`src/rtl/pvc_pkg.sv`:
```
package pvc_pkg;
  typedef enum logic [1:0] {
    ST_IDLE = 2'd0,
    ST_FILL = 2'd1,
    ST_WAIT = 2'd2,
    ST_RUN  = 2'd3
  } pvc_state_e;

  localparam logic [1:0] REG_BASE  = 2'd0;
  localparam logic [1:0] REG_WPL   = 2'd1;
  localparam logic [1:0] REG_LINES = 2'd2;
  localparam logic [1:0] REG_STAT  = 2'd3;

  localparam int unsigned FLAG_BAND = 0;
  localparam int unsigned FLAG_PAGE = 1;
  localparam int unsigned FLAG_URUN = 2;
endpackage

```
`src/rtl/pvc_regs.sv`:
```
module pvc_regs
  import pvc_pkg::*;
#(
  parameter int unsigned AW    = 20,
  parameter int unsigned WPL_W = 10,
  parameter int unsigned LN_W  = 14
) (
  input  logic             clk_i,
  input  logic             rst_ni,
  input  logic             cfg_we_i,
  input  logic [1:0]       cfg_addr_i,
  input  logic [AW-1:0]    cfg_wdata_i,
  input  logic             idle_i,
  input  logic             set_band_i,
  input  logic             set_page_i,
  input  logic             set_urun_i,
  output logic [AW-1:0]    base_o,
  output logic [WPL_W-1:0] wpl_o,
  output logic [LN_W-1:0]  lines_o,
  output logic             arm_o,
  output logic             irq_band_o,
  output logic             irq_page_o,
  output logic             urun_o
);
  logic [2:0] clr;
  logic       geo_we;

  assign geo_we = cfg_we_i && idle_i;
  assign clr    = (cfg_we_i && cfg_addr_i == REG_STAT) ? cfg_wdata_i[2:0] : 3'b000;
  assign arm_o  = geo_we && cfg_addr_i == REG_LINES
                  && cfg_wdata_i[LN_W-1:0] != '0 && wpl_o != '0;

  always_ff @(posedge clk_i or negedge rst_ni) begin
    if (!rst_ni) begin
      base_o  <= '0;
      wpl_o   <= '0;
      lines_o <= '0;
    end else if (geo_we) begin
      case (cfg_addr_i)
        REG_BASE:  base_o  <= cfg_wdata_i;
        REG_WPL:   wpl_o   <= cfg_wdata_i[WPL_W-1:0];
        REG_LINES: lines_o <= cfg_wdata_i[LN_W-1:0];
        default: ;
      endcase
    end
  end

  // set beats clear in the same cycle
  always_ff @(posedge clk_i or negedge rst_ni) begin
    if (!rst_ni) begin
      irq_band_o <= 1'b0;
      irq_page_o <= 1'b0;
      urun_o     <= 1'b0;
    end else begin
      irq_band_o <= (irq_band_o & ~clr[FLAG_BAND]) | set_band_i;
      irq_page_o <= (irq_page_o & ~clr[FLAG_PAGE]) | set_page_i;
      urun_o     <= (urun_o     & ~clr[FLAG_URUN]) | set_urun_i;
    end
  end
endmodule

```
`src/rtl/pvc_fetch.sv`:
```
module pvc_fetch #(
  parameter int unsigned AW    = 20,
  parameter int unsigned DW    = 16,
  parameter int unsigned DEPTH = 2,
  parameter int unsigned TW    = 24
) (
  input  logic          clk_i,
  input  logic          rst_ni,
  input  logic          active_i,
  input  logic          start_i,
  input  logic [AW-1:0] base_i,
  input  logic [TW-1:0] total_i,
  input  logic          pop_i,
  output logic          mem_req_o,
  output logic [AW-1:0] mem_addr_o,
  input  logic          mem_ack_i,
  input  logic [DW-1:0] mem_rdata_i,
  output logic [DW-1:0] head_o,
  output logic          empty_o,
  output logic          full_o,
  output logic          done_o
);
  localparam int unsigned PW = (DEPTH > 1) ? $clog2(DEPTH) : 1;
  localparam int unsigned CW = $clog2(DEPTH + 1);

  logic [DW-1:0] slot_q [DEPTH];
  logic [PW-1:0] wr_q, rd_q;
  logic [CW-1:0] cnt_q;
  logic [TW-1:0] left_q;
  logic [AW-1:0] addr_q;
  logic          push;

  function automatic logic [PW-1:0] wrap_inc(input logic [PW-1:0] p);
    return (p == PW'(DEPTH - 1)) ? '0 : p + 1'b1;
  endfunction

  assign mem_req_o  = active_i && left_q != '0 && cnt_q < CW'(DEPTH);
  assign mem_addr_o = addr_q;
  assign push       = mem_req_o && mem_ack_i;
  assign empty_o    = cnt_q == '0;
  assign full_o     = cnt_q == CW'(DEPTH);
  assign done_o     = left_q == '0;
  assign head_o     = slot_q[rd_q];

  for (genvar i = 0; i < DEPTH; i++) begin : g_slot
    always_ff @(posedge clk_i) begin
      if (push && wr_q == PW'(i)) slot_q[i] <= mem_rdata_i;
    end
  end

  always_ff @(posedge clk_i or negedge rst_ni) begin
    if (!rst_ni) begin
      wr_q   <= '0;
      rd_q   <= '0;
      cnt_q  <= '0;
      left_q <= '0;
      addr_q <= '0;
    end else if (start_i) begin
      wr_q   <= '0;
      rd_q   <= '0;
      cnt_q  <= '0;
      left_q <= total_i;
      addr_q <= base_i;
    end else begin
      if (push) begin
        wr_q   <= wrap_inc(wr_q);
        left_q <= left_q - 1'b1;
        addr_q <= addr_q + 1'b1;
      end
      if (pop_i) rd_q <= wrap_inc(rd_q);
      case ({push, pop_i})
        2'b10:   cnt_q <= cnt_q + 1'b1;
        2'b01:   cnt_q <= cnt_q - 1'b1;
        default: ;
      endcase
    end
  end


  req_hold_chk: assert property (@(posedge clk_i) disable iff (!rst_ni)
    (mem_req_o && !mem_ack_i && !start_i) |=> (mem_req_o && $stable(mem_addr_o)));

  fifo_bound_chk: assert property (@(posedge clk_i) disable iff (!rst_ni)
    cnt_q <= CW'(DEPTH));

  pop_nonempty_chk: assert property (@(posedge clk_i) disable iff (!rst_ni)
    pop_i |-> !empty_o);
endmodule

```
`src/rtl/pvc_shift.sv`:
```
module pvc_shift #(
  parameter int unsigned DW    = 16,
  parameter int unsigned WPL_W = 10,
  parameter int unsigned LN_W  = 14
) (
  input  logic             clk_i,
  input  logic             rst_ni,
  input  logic             run_i,
  input  logic             start_i,
  input  logic [WPL_W-1:0] wpl_i,
  input  logic [LN_W-1:0]  lines_i,
  input  logic             vclk_i,
  input  logic             lsync_i,
  input  logic [DW-1:0]    head_i,
  input  logic             empty_i,
  output logic             pop_o,
  output logic             urun_o,
  output logic             page_done_o,
  output logic             video_o
);
  localparam int unsigned BW = $clog2(DW);

  logic             vclk_q, lsync_q, pend_q, in_line_q;
  logic [DW-1:0]    sh_q;
  logic [BW-1:0]    bits_q;
  logic [WPL_W-1:0] words_q;
  logic [LN_W-1:0]  lines_left_q;
  logic             vrise, lrise, word_end, load, advance, end_line;
  logic [DW-1:0]    word;

  assign vrise    = vclk_i && !vclk_q;
  assign lrise    = lsync_i && !lsync_q;
  assign word_end = bits_q == '0;
  assign load     = run_i && vrise && ((!in_line_q && pend_q) ||
                    (in_line_q && word_end && words_q != '0));
  assign advance  = run_i && vrise && in_line_q && !word_end;
  assign end_line = run_i && vrise && in_line_q && word_end && words_q == '0;
  assign pop_o    = load && !empty_i;
  assign urun_o   = load && empty_i;
  assign word     = empty_i ? '0 : head_i;
  assign page_done_o = end_line && lines_left_q == LN_W'(1);

  always_ff @(posedge clk_i or negedge rst_ni) begin
    if (!rst_ni) begin
      vclk_q  <= 1'b0;
      lsync_q <= 1'b0;
    end else begin
      vclk_q  <= vclk_i;
      lsync_q <= lsync_i;
    end
  end

  always_ff @(posedge clk_i or negedge rst_ni) begin
    if (!rst_ni) begin
      pend_q       <= 1'b0;
      in_line_q    <= 1'b0;
      sh_q         <= '0;
      bits_q       <= '0;
      words_q      <= '0;
      lines_left_q <= '0;
      video_o      <= 1'b0;
    end else if (start_i) begin
      pend_q       <= 1'b0;
      in_line_q    <= 1'b0;
      lines_left_q <= lines_i;
      video_o      <= 1'b0;
    end else begin
      // line sync only counts between lines
      if (run_i && lrise && !in_line_q) pend_q <= 1'b1;
      if (load) begin
        video_o   <= word[DW-1];
        sh_q      <= word << 1;
        bits_q    <= BW'(DW - 1);
        words_q   <= in_line_q ? words_q - 1'b1 : wpl_i - 1'b1;
        in_line_q <= 1'b1;
        pend_q    <= 1'b0;
      end else if (advance) begin
        video_o <= sh_q[DW-1];
        sh_q    <= sh_q << 1;
        bits_q  <= bits_q - 1'b1;
      end else if (end_line) begin
        video_o      <= 1'b0;
        in_line_q    <= 1'b0;
        lines_left_q <= lines_left_q - 1'b1;
      end
    end
  end


  line_start_chk: assert property (@(posedge clk_i) disable iff (!rst_ni)
    $rose(in_line_q) |-> $rose(vclk_q));

  idle_low_chk: assert property (@(posedge clk_i) disable iff (!rst_ni)
    $fell(in_line_q) |-> !video_o);

  last_line_chk: assert property (@(posedge clk_i) disable iff (!rst_ni)
    page_done_o |=> lines_left_q == '0);
endmodule

```
`src/rtl/page_video_ctrl.sv`:
```
module page_video_ctrl
  import pvc_pkg::*;
#(
  parameter int unsigned AW    = 20,
  parameter int unsigned DW    = 16,
  parameter int unsigned WPL_W = 10,
  parameter int unsigned LN_W  = 14,
  parameter int unsigned DEPTH = 2
) (
  input  logic          clk_i,
  input  logic          rst_ni,
  input  logic          cfg_we_i,
  input  logic [1:0]    cfg_addr_i,
  input  logic [AW-1:0] cfg_wdata_i,
  output logic          mem_req_o,
  output logic [AW-1:0] mem_addr_o,
  input  logic          mem_ack_i,
  input  logic [DW-1:0] mem_rdata_i,
  output logic          print_req_o,
  input  logic          fsync_i,
  input  logic          lsync_i,
  input  logic          vclk_i,
  output logic          video_o,
  output logic          irq_band_o,
  output logic          irq_page_o,
  output logic          underrun_o
);
  localparam int unsigned TW = WPL_W + LN_W;

  pvc_state_e       state_q, state_d;
  logic             fsync_q, fs_rise, idle, start_page;
  logic [AW-1:0]    base;
  logic [WPL_W-1:0] wpl;
  logic [LN_W-1:0]  lines;
  logic [TW-1:0]    total;
  logic             arm, pop, urun_set, page_done;
  logic [DW-1:0]    head;
  logic             empty, full, fetch_done;

  assign idle        = state_q == ST_IDLE;
  assign fs_rise     = fsync_i && !fsync_q;
  assign start_page  = state_q == ST_WAIT && fs_rise;
  assign print_req_o = state_q == ST_WAIT;
  assign total       = TW'(wpl) * TW'(cfg_wdata_i[LN_W-1:0]);

  always_comb begin
    state_d = state_q;
    case (state_q)
      ST_IDLE: if (arm)                state_d = ST_FILL;
      ST_FILL: if (full || fetch_done) state_d = ST_WAIT;
      ST_WAIT: if (fs_rise)            state_d = ST_RUN;
      ST_RUN:  if (page_done)          state_d = ST_IDLE;
      default:                         state_d = ST_IDLE;
    endcase
  end

  always_ff @(posedge clk_i or negedge rst_ni) begin
    if (!rst_ni) begin
      state_q <= ST_IDLE;
      fsync_q <= 1'b0;
    end else begin
      state_q <= state_d;
      fsync_q <= fsync_i;
    end
  end

  pvc_regs #(.AW(AW), .WPL_W(WPL_W), .LN_W(LN_W)) u_regs (
    .clk_i, .rst_ni,
    .cfg_we_i, .cfg_addr_i, .cfg_wdata_i,
    .idle_i     (idle),
    .set_band_i (start_page),
    .set_page_i (page_done),
    .set_urun_i (urun_set),
    .base_o     (base),
    .wpl_o      (wpl),
    .lines_o    (lines),
    .arm_o      (arm),
    .irq_band_o, .irq_page_o,
    .urun_o     (underrun_o)
  );

  pvc_fetch #(.AW(AW), .DW(DW), .DEPTH(DEPTH), .TW(TW)) u_fetch (
    .clk_i, .rst_ni,
    .active_i (!idle),
    .start_i  (arm),
    .base_i   (base),
    .total_i  (total),
    .pop_i    (pop),
    .mem_req_o, .mem_addr_o, .mem_ack_i, .mem_rdata_i,
    .head_o   (head),
    .empty_o  (empty),
    .full_o   (full),
    .done_o   (fetch_done)
  );

  pvc_shift #(.DW(DW), .WPL_W(WPL_W), .LN_W(LN_W)) u_shift (
    .clk_i, .rst_ni,
    .run_i       (state_q == ST_RUN),
    .start_i     (start_page),
    .wpl_i       (wpl),
    .lines_i     (lines),
    .vclk_i, .lsync_i,
    .head_i      (head),
    .empty_i     (empty),
    .pop_o       (pop),
    .urun_o      (urun_set),
    .page_done_o (page_done),
    .video_o
  );


  arm_fetch_chk: assert property (@(posedge clk_i) disable iff (!rst_ni)
    arm |=> (mem_req_o && mem_addr_o == $past(base)));

  band_req_chk: assert property (@(posedge clk_i) disable iff (!rst_ni)
    $rose(irq_band_o) |-> !print_req_o);
endmodule

```
`config.mk`:
```
export PLATFORM = sky130hd
export DESIGN_NAME = page_video_ctrl
export DESIGN_NICKNAME = d
export VERILOG_FILES = /design/src/rtl/pvc_pkg.sv /design/src/rtl/pvc_regs.sv /design/src/rtl/pvc_fetch.sv /design/src/rtl/pvc_shift.sv /design/src/rtl/page_video_ctrl.sv
export SDC_FILE = /design/constraint.sdc
export NUM_CORES = 1
export LEC_CHECK = 0
export BUFFER_PORTS_ARGS = -buffer_cell sky130_fd_sc_hd__buf_2
export CORE_ASPECT_RATIO = 0.8
export CORE_MARGIN = 5
export CORE_UTILIZATION = 65
export DETAILED_ROUTE_END_ITERATION = 8
export PLACE_DENSITY = 0.87
export SLEW_MARGIN = 15
export SYNTH_ARGS = -nofsm -noshare
export SYNTH_HDL_FRONTEND = slang
export SYNTH_SLANG_ARGS = --single-unit
```
`constraint.sdc`:
```
create_clock -name clk_i -period 11.1 [get_ports clk_i]
set_clock_uncertainty 0.1 [all_clocks]
set_input_delay 0.555 -clock clk_i [delete_from_list [all_inputs] [get_ports clk_i]]
set_output_delay 0.555 -clock clk_i [all_outputs]
set_load 0.05 [all_outputs]
```
==> impl_metrics.env, run 1 <==
export IMPL_cts_setup_buffers=0
export IMPL_hold_viol=0
export IMPL_initial_core_util_pct=66.38
export IMPL_fin_crit_ns=5.913
export IMPL_dpl_cell_count=1627
export IMPL_diodes=0
export IMPL_multiInputGateArea_sq_mm=0.007839
export IMPL_cp_arrival_ns=6.13
export IMPL_min_period_over_period_pct=53.27
export IMPL_grt_pass1_vias=10630
export IMPL_layout_drive_gt1_share_pct=13.91
export IMPL_ff2ff_setup_slack_ns=5.19
export IMPL_critical_path_buf_inv_count=5
export IMPL_rows=46
export IMPL_synthCells=1350
export IMPL_drv_slew=0
export IMPL_wl_per_cell_um=19.17
export IMPL_grt_max_degree=75
export IMPL_clkLatencyLatePin_ns=0.45
export IMPL_register_area_sq_mm=0.004614
export IMPL_coreArea_sq_mm=0.01986
export IMPL_required_ns=11.31
export IMPL_syn_num_nets=1559
export IMPL_cpLargestDelayFamily="adder cells"
export IMPL_die_h_um=137.4
export IMPL_synth_xor_area_share_pct=4.519
export IMPL_timing_rr_end="u_fetch.left_q[17]"
export IMPL_status="completed"
export IMPL_hp_class="input pin to async pin"
export IMPL_dieArea_sq_mm=0.02324
export IMPL_max_freq_mhz=169.1
export IMPL_crit_path_max_incr_delay_ns=0.82
export IMPL_crit_start="u_regs.wpl_o[3]"
export IMPL_crit_path_max_fanout=19
export IMPL_worstPathCellList="nand2_1 -> fa_1 -> inv_1 -> fa_1 -> inv_1 -> fa_1 -> inv_1 -> fa_1 -> inv_1 -> fa_1 -> inv_1 -> ha_1 -> a21oi_1 -> o21ai_0 -> a21oi_1 -> nand3_1 -> o31ai_1 -> xnor2_1 -> mux2i_1"
export IMPL_crit_path_end="u_fetch.left_q[17]"
export IMPL_synth_ff_type="dfrtp_1"
export IMPL_syn_avg_cell_area_sq_um=9.763
export IMPL_nets=1591
export IMPL_vias=10210
export IMPL_first_pass_iters=8
export IMPL_dp_hpwl_um=22490
export IMPL_drt_iter0_drc=1118
export IMPL_worst_path_max_delay_cell="dfrtp_1"
export IMPL_clkSlewWorstSetupHoldPaths_ns=0.08
export IMPL_cts_buffers=17
export IMPL_cap_viol_max_count=0
export IMPL_io_buffers=70
export IMPL_synth_seq_cells=178
export IMPL_maxSlewHeadroom_pct=34.98
export IMPL_yosys_area_share_adder_pct=20.92
export IMPL_crit_cells=19
export IMPL_drt_wl_total_um=31810
export IMPL_whs_ns=0.008826
export IMPL_final_common_cell="nand2_1"
export IMPL_antenna_found_initial=0
export IMPL_critPathLaunchType="flop"
export IMPL_area_growth_syn_to_layout_pct=8.287
export IMPL_muxShareOfSynthArea_pct=5.962
export IMPL_cts_tree="built"
export IMPL_grt_overflow=0
export IMPL_synth_area_sq_mm=0.01318
export IMPL_drc=0
export IMPL_r2r_start="u_regs.wpl_o[3]"
export IMPL_fin_util_pct=71.88
export IMPL_rr_worst_depth=19
export IMPL_ys_seq_area_share_pct=35.01
export IMPL_io_pins=71
export IMPL_gp_congestion=0.9531
export IMPL_ys_warn_count=0
export IMPL_layout_common_cells="188 x nand2_1, 146 x dfrtp_1, 122 x inv_1"
export IMPL_vias_per_cell=6.157
export IMPL_htreeDepth=4
export IMPL_synth_compound_area_share_pct=9.958
export IMPL_rsz0062_at_grt="no"
export IMPL_synth_top_family_by_area="adder cells"
export IMPL_end_kind="flop"
export IMPL_clockRootBuffer="clkbuf_16"
export IMPL_post_cts_resized=0
export IMPL_clk_path_buf_depth=2
export IMPL_cts_hold_buf=0
export IMPL_grt_pass1_wl_um=53810
export IMPL_fillCellCount=1395
export IMPL_synth_edff_count=32
export IMPL_yosys_area_share_simple_pct=18.03
export IMPL_postRouteAntennaNets=0
export IMPL_grt_use_total_pct=29.02
export IMPL_tightest_slew_ns=0.9753
export IMPL_fin_setup_tns_ns=0
export IMPL_yosysUniqueCellTypes=77
export IMPL_async_flop_share_pct=82.02
export IMPL_die_w_um=169.2
export IMPL_setup_viol=0
export IMPL_worstSetupPathType="flop to flop"
export IMPL_clock_sinks=178
export IMPL_fin_cells=1659
-- cells by family (layout without fill, tap and decap cells) --
group | Yosys count | in the layout
multiplexers | 71 | 71
buffers and inverters | 188 | 233
AO/OA/AOI/OAI | 204 | 204
flip-flops | 178 | 178
AND/OR/NAND/NOR | 477 | 477
XOR/XNOR | 68 | 68
adder cells (fa/ha/maj) | 164 | 164
-- metrics by stage --
stage / cell area (sq um) / setup slack [ns]
after global placement: 13660 / 5.434
after global routing: 14270 / 4.906
final: 14270 / 5.187
after floorplan: 13180 / 5.670
after detailed placement: 13660 / 5.346
after CTS: 14270 / 5.284
-- cell usage after synthesis (8+ instances only) --
library cell	instances	area share, %
a21o_1	13	0.74
a21oi_1	34	1.3
a22oi_1	15	0.85
and2_1	69	3.3
buf_1	9	0.26
clkbuf_1	47	1.3
dfrtp_1	146	28
edfxtp_1	32	7.3
fa_1	94	14
ha_1	70	6.6
inv_1	122	3.5
mux2_2	59	5.0
mux2i_1	11	0.84
nand2_1	188	5.4
nand2b_1	10	0.47
nand3_1	27	1.0
nand4_1	9	0.43
nor2_1	70	2.0
nor2b_1	8	0.38
nor3_1	31	1.2
nor4_1	16	0.76
o211ai_1	8	0.46
o21ai_0	55	2.1
o21ai_1	19	0.72
xnor2_1	36	2.4
xor2_1	32	2.1
-- worst min path at each step --
stage	start	end	slack, ns	cells after the start
after floorplan	rst_ni	fsync_q	0.16	0
after global placement	u_regs.irq_page_o	u_regs.irq_page_o	0.36	2
after detailed placement	u_regs.base_o[19]	u_fetch.mem_addr_o[19]	0.37	2
after CTS	rst_ni	u_shift.sh_q[8]	0.03	1
after global routing	rst_ni	u_shift.sh_q[8]	0.05	1
final	rst_ni	u_shift.sh_q[8]	0.009	1
-- state kept, by name (all words and copies together), names as in the netlist, 10 cells and up --
| name | flops |
|---|---|
| u_fetch.left_q | 24 |
| u_regs.lines_o | 14 |
| u_shift.lines_left_q | 14 |
| u_regs.wpl_o | 10 |
| u_fetch.mem_addr_o | 20 |
| u_regs.base_o | 20 |
| u_shift.words_q | 10 |
| u_fetch.slot_q | 32 |
| u_shift.sh_q | 15 |
-- layout make-up --
| cell class | count | area share [%] |
|---|---|---|
| multi-input cells | 984 | 54.92 |
| inverters | 122 | 3.209 |
| well taps | 264 | 2.314 |
| clock inverters | 15 | 1.271 |
| clock buffers | 17 | 2.981 |
| flip-flops and latches | 178 | 32.33 |
| repair buffers | 79 | 2.972 |
-- metal layers --
layer | track usage, % | vias up | wire (um) | part of all wire (%)
met3 | 6.340 | 58 | 2677 | 8.4
met4 | 7.912 | 0 | 595 | 1.9
li1 | - | 4619 | - | -
met5 | 0 | - | 0 | 0
met1 | 40.03 | 5053 | 13410 | 42
met2 | 47.15 | 484 | 15120 | 48
Power of run 1 is not shown: default switching activity piles up to over one toggle a cycle in this logic, so the estimate is an artifact.
==> run 2, diff against run 1 <==
--- a/config.mk
+++ b/config.mk
@@ -8,9 +8,9 @@
 export BUFFER_PORTS_ARGS = -buffer_cell sky130_fd_sc_hd__buf_2
 export CORE_ASPECT_RATIO = 0.8
 export CORE_MARGIN = 5
-export CORE_UTILIZATION = 65
+export CORE_UTILIZATION = 57
 export DETAILED_ROUTE_END_ITERATION = 8
-export PLACE_DENSITY = 0.87
+export PLACE_DENSITY = 0.81
 export SLEW_MARGIN = 15
 export SYNTH_ARGS = -nofsm -noshare
 export SYNTH_HDL_FRONTEND = slang
==> constraint.sdc (replaced) <==
create_clock -name clk_i -period 4.95 [get_ports clk_i]
set_clock_uncertainty 0.1 [all_clocks]
set_input_delay 0.2475 -clock clk_i [delete_from_list [all_inputs] [get_ports clk_i]]
set_output_delay 0.2475 -clock clk_i [all_outputs]
set_load 0.05 [all_outputs]
==> run 2 against run 1 <==
  * The flow now finishes with violations (negative setup slack)
  * Via count grew 11%
  * Non-clock buffer count grew 148
  * First-iteration DRC count grew 9.4%
  * Worst setup slack lost 5.6 ns
  * Fmax grew 11%
  * Clock-buffer cell count is the same
  * Die area grew 13%
  * Final cell count grew 11%
==> impl_metrics.env, run 2 (synthesis results as in run 1) <==
export IMPL_status="finished, violations left"
export IMPL_violations="negative setup slack"
export IMPL_hp_class="input pin to flop"
export IMPL_dieArea_sq_mm=0.02628
export IMPL_vias_per_cell=6.109
export IMPL_rsz0062_at_grt="yes"
export IMPL_rows=49
export IMPL_vias=11300
export IMPL_final_common_cell="nand2_1"
export IMPL_area_growth_syn_to_layout_pct=22.38
export IMPL_grt_max_degree=110
export IMPL_grt_use_total_pct=26.76
export IMPL_layout_common_cells="175 x nand2_1, 137 x dfrtp_1, 112 x buf_4"
export IMPL_htreeDepth=4
export IMPL_drt_wl_total_um=37750
export IMPL_fin_crit_ns=5.348
export IMPL_initial_core_util_pct=58.26
export IMPL_grt_overflow=0
export IMPL_clkLatencyLatePin_ns=0.44
export IMPL_wl_per_cell_um=20.41
export IMPL_worstHoldStart="cfg_we_i"
export IMPL_setup_viol=12
export IMPL_io_pins=71
export IMPL_cap_viol_max_count=0
export IMPL_fin_cells=1849
export IMPL_crit_path_max_fanout=4
export IMPL_dp_hpwl_um=24340
export IMPL_clk_path_buf_depth=2
export IMPL_largest_register_ffs=32
export IMPL_hold_viol=0
export IMPL_drv_slew=0
export IMPL_diodes=0
export IMPL_reg_top3="u_fetch.slot_q: 32 flops, u_fetch.left_q: 24 flops"
export IMPL_first_pass_iters=5
export IMPL_crit_start="u_regs.wpl_o[2]"
export IMPL_maxSlewHeadroom_pct=31.58
export IMPL_cts_tree="built"
export IMPL_grt_pass1_vias=11250
export IMPL_min_period_over_period_pct=108.0
export IMPL_end_kind="flop"
export IMPL_tightest_slew_ns=1.026
export IMPL_critPathLaunchType="flop"
export IMPL_ff2ff_setup_slack_ns=-0.40
export IMPL_die_w_um=180.0
export IMPL_rr_worst_depth=18
export IMPL_coreArea_sq_mm=0.02262
export IMPL_required_ns=5.19
export IMPL_die_h_um=146.0
export IMPL_place_ws_ns=-0.2450
export IMPL_cp_arrival_ns=5.59
export IMPL_clockRootBuffer="clkbuf_16"
export IMPL_max_flop_register="u_fetch.slot_q"
export IMPL_drc=0
export IMPL_nets=1739
export IMPL_r2r_start="u_regs.wpl_o[2]"
export IMPL_grt_pass1_wl_um=57650
export IMPL_fin_util_pct=71.30
export IMPL_worstSetupPathType="flop to flop"
export IMPL_gp_congestion=0.9056
export IMPL_clock_sinks=178
export IMPL_antenna_found_initial=0
export IMPL_drt_iter0_drc=1223
export IMPL_timing_rr_end="u_fetch.left_q[15]"
export IMPL_layout_drive_gt1_share_pct=27.15
export IMPL_max_freq_mhz=187.0
export IMPL_clkSlewWorstSetupHoldPaths_ns=0.08
export IMPL_cts_buffers=17
export IMPL_crit_path_end="u_fetch.left_q[15]"
export IMPL_io_buffers=70
export IMPL_dpl_cell_count=1765
export IMPL_fin_ws_ns=-0.3979
export IMPL_postRouteAntennaNets=0
## run 2: how the worst min path moves through the flow
stage | slack, ns | cells past startpoint | to
after global placement | 0.27 | 1 | fsync_q
after CTS | 0.19 | 5 | u_regs.irq_page_o
after floorplan | -0.15 | 0 | fsync_q
after detailed placement | 0.27 | 1 | fsync_q
after global routing | 0.21 | 5 | u_regs.urun_o
final | 0.21 | 5 | u_regs.irq_page_o
## run 2: worst max-delay path, stage by stage (launching register included)
cell and delay [ns]:
dfrtp_2 0.40, buf_6 0.15, nand2_1 0.09, fa_1 0.53, inv_1 0.07, fa_1 0.57
fa_1 0.45, fa_1 0.56, inv_2 0.06, fa_1 0.54, inv_2 0.06, ha_4 0.27
nand4_1 0.28, nor3_2 0.35, o21a_1 0.26, nor3_4 0.07, nand2_1 0.10, o21ai_2 0.09
a221oi_2 0.26
## run 2: per-stage QoR
| step | setup TNS, ns | hold WS (ns) | area (sq um) |
|---|---|---|---|
| after floorplan | -0.01428 | -0.1481 | 13310 |
| after global placement | -1.067 | 0.2735 | 14510 |
| after detailed placement | -2.231 | 0.2730 | 14510 |
| after CTS | 0 | 0.1870 | 15710 |
| after global routing | -3.456 | 0.2112 | 16130 |
| final | -2.169 | 0.2064 | 16130 |
## run 2: layout make-up
class | count | area [sq um]
Timing Repair Buffer | 227 | 1684
Tap cell | 306 | 382.9
Clock inverter | 15 | 161.4
Fill cell | 1400 | 6494
Sequential cell | 178 | 4626
Inverter | 122 | 457.9
Multi-Input combinational cell | 984 | 8392
Clock buffer | 17 | 425.4
## run 2: per-layer routing
layer	up-vias	share of wire (%)	track usage, %
met5	-	0	0
met4	0	3.9	8.125
met3	138	9.9	5.372
met2	704	47	42.76
met1	5527	40	37.48
li1	4926	-	-
## run 2: timing repair
item                                    CTS  global route
endpoints found under the setup margin   14            15
setup buffers                            19            10
hold buffers                             26             0
pin swaps                                47            66
gates resized for setup                  60            88
endpoints found under the hold margin   149             0
Power of run 2 is left out for the same reason.
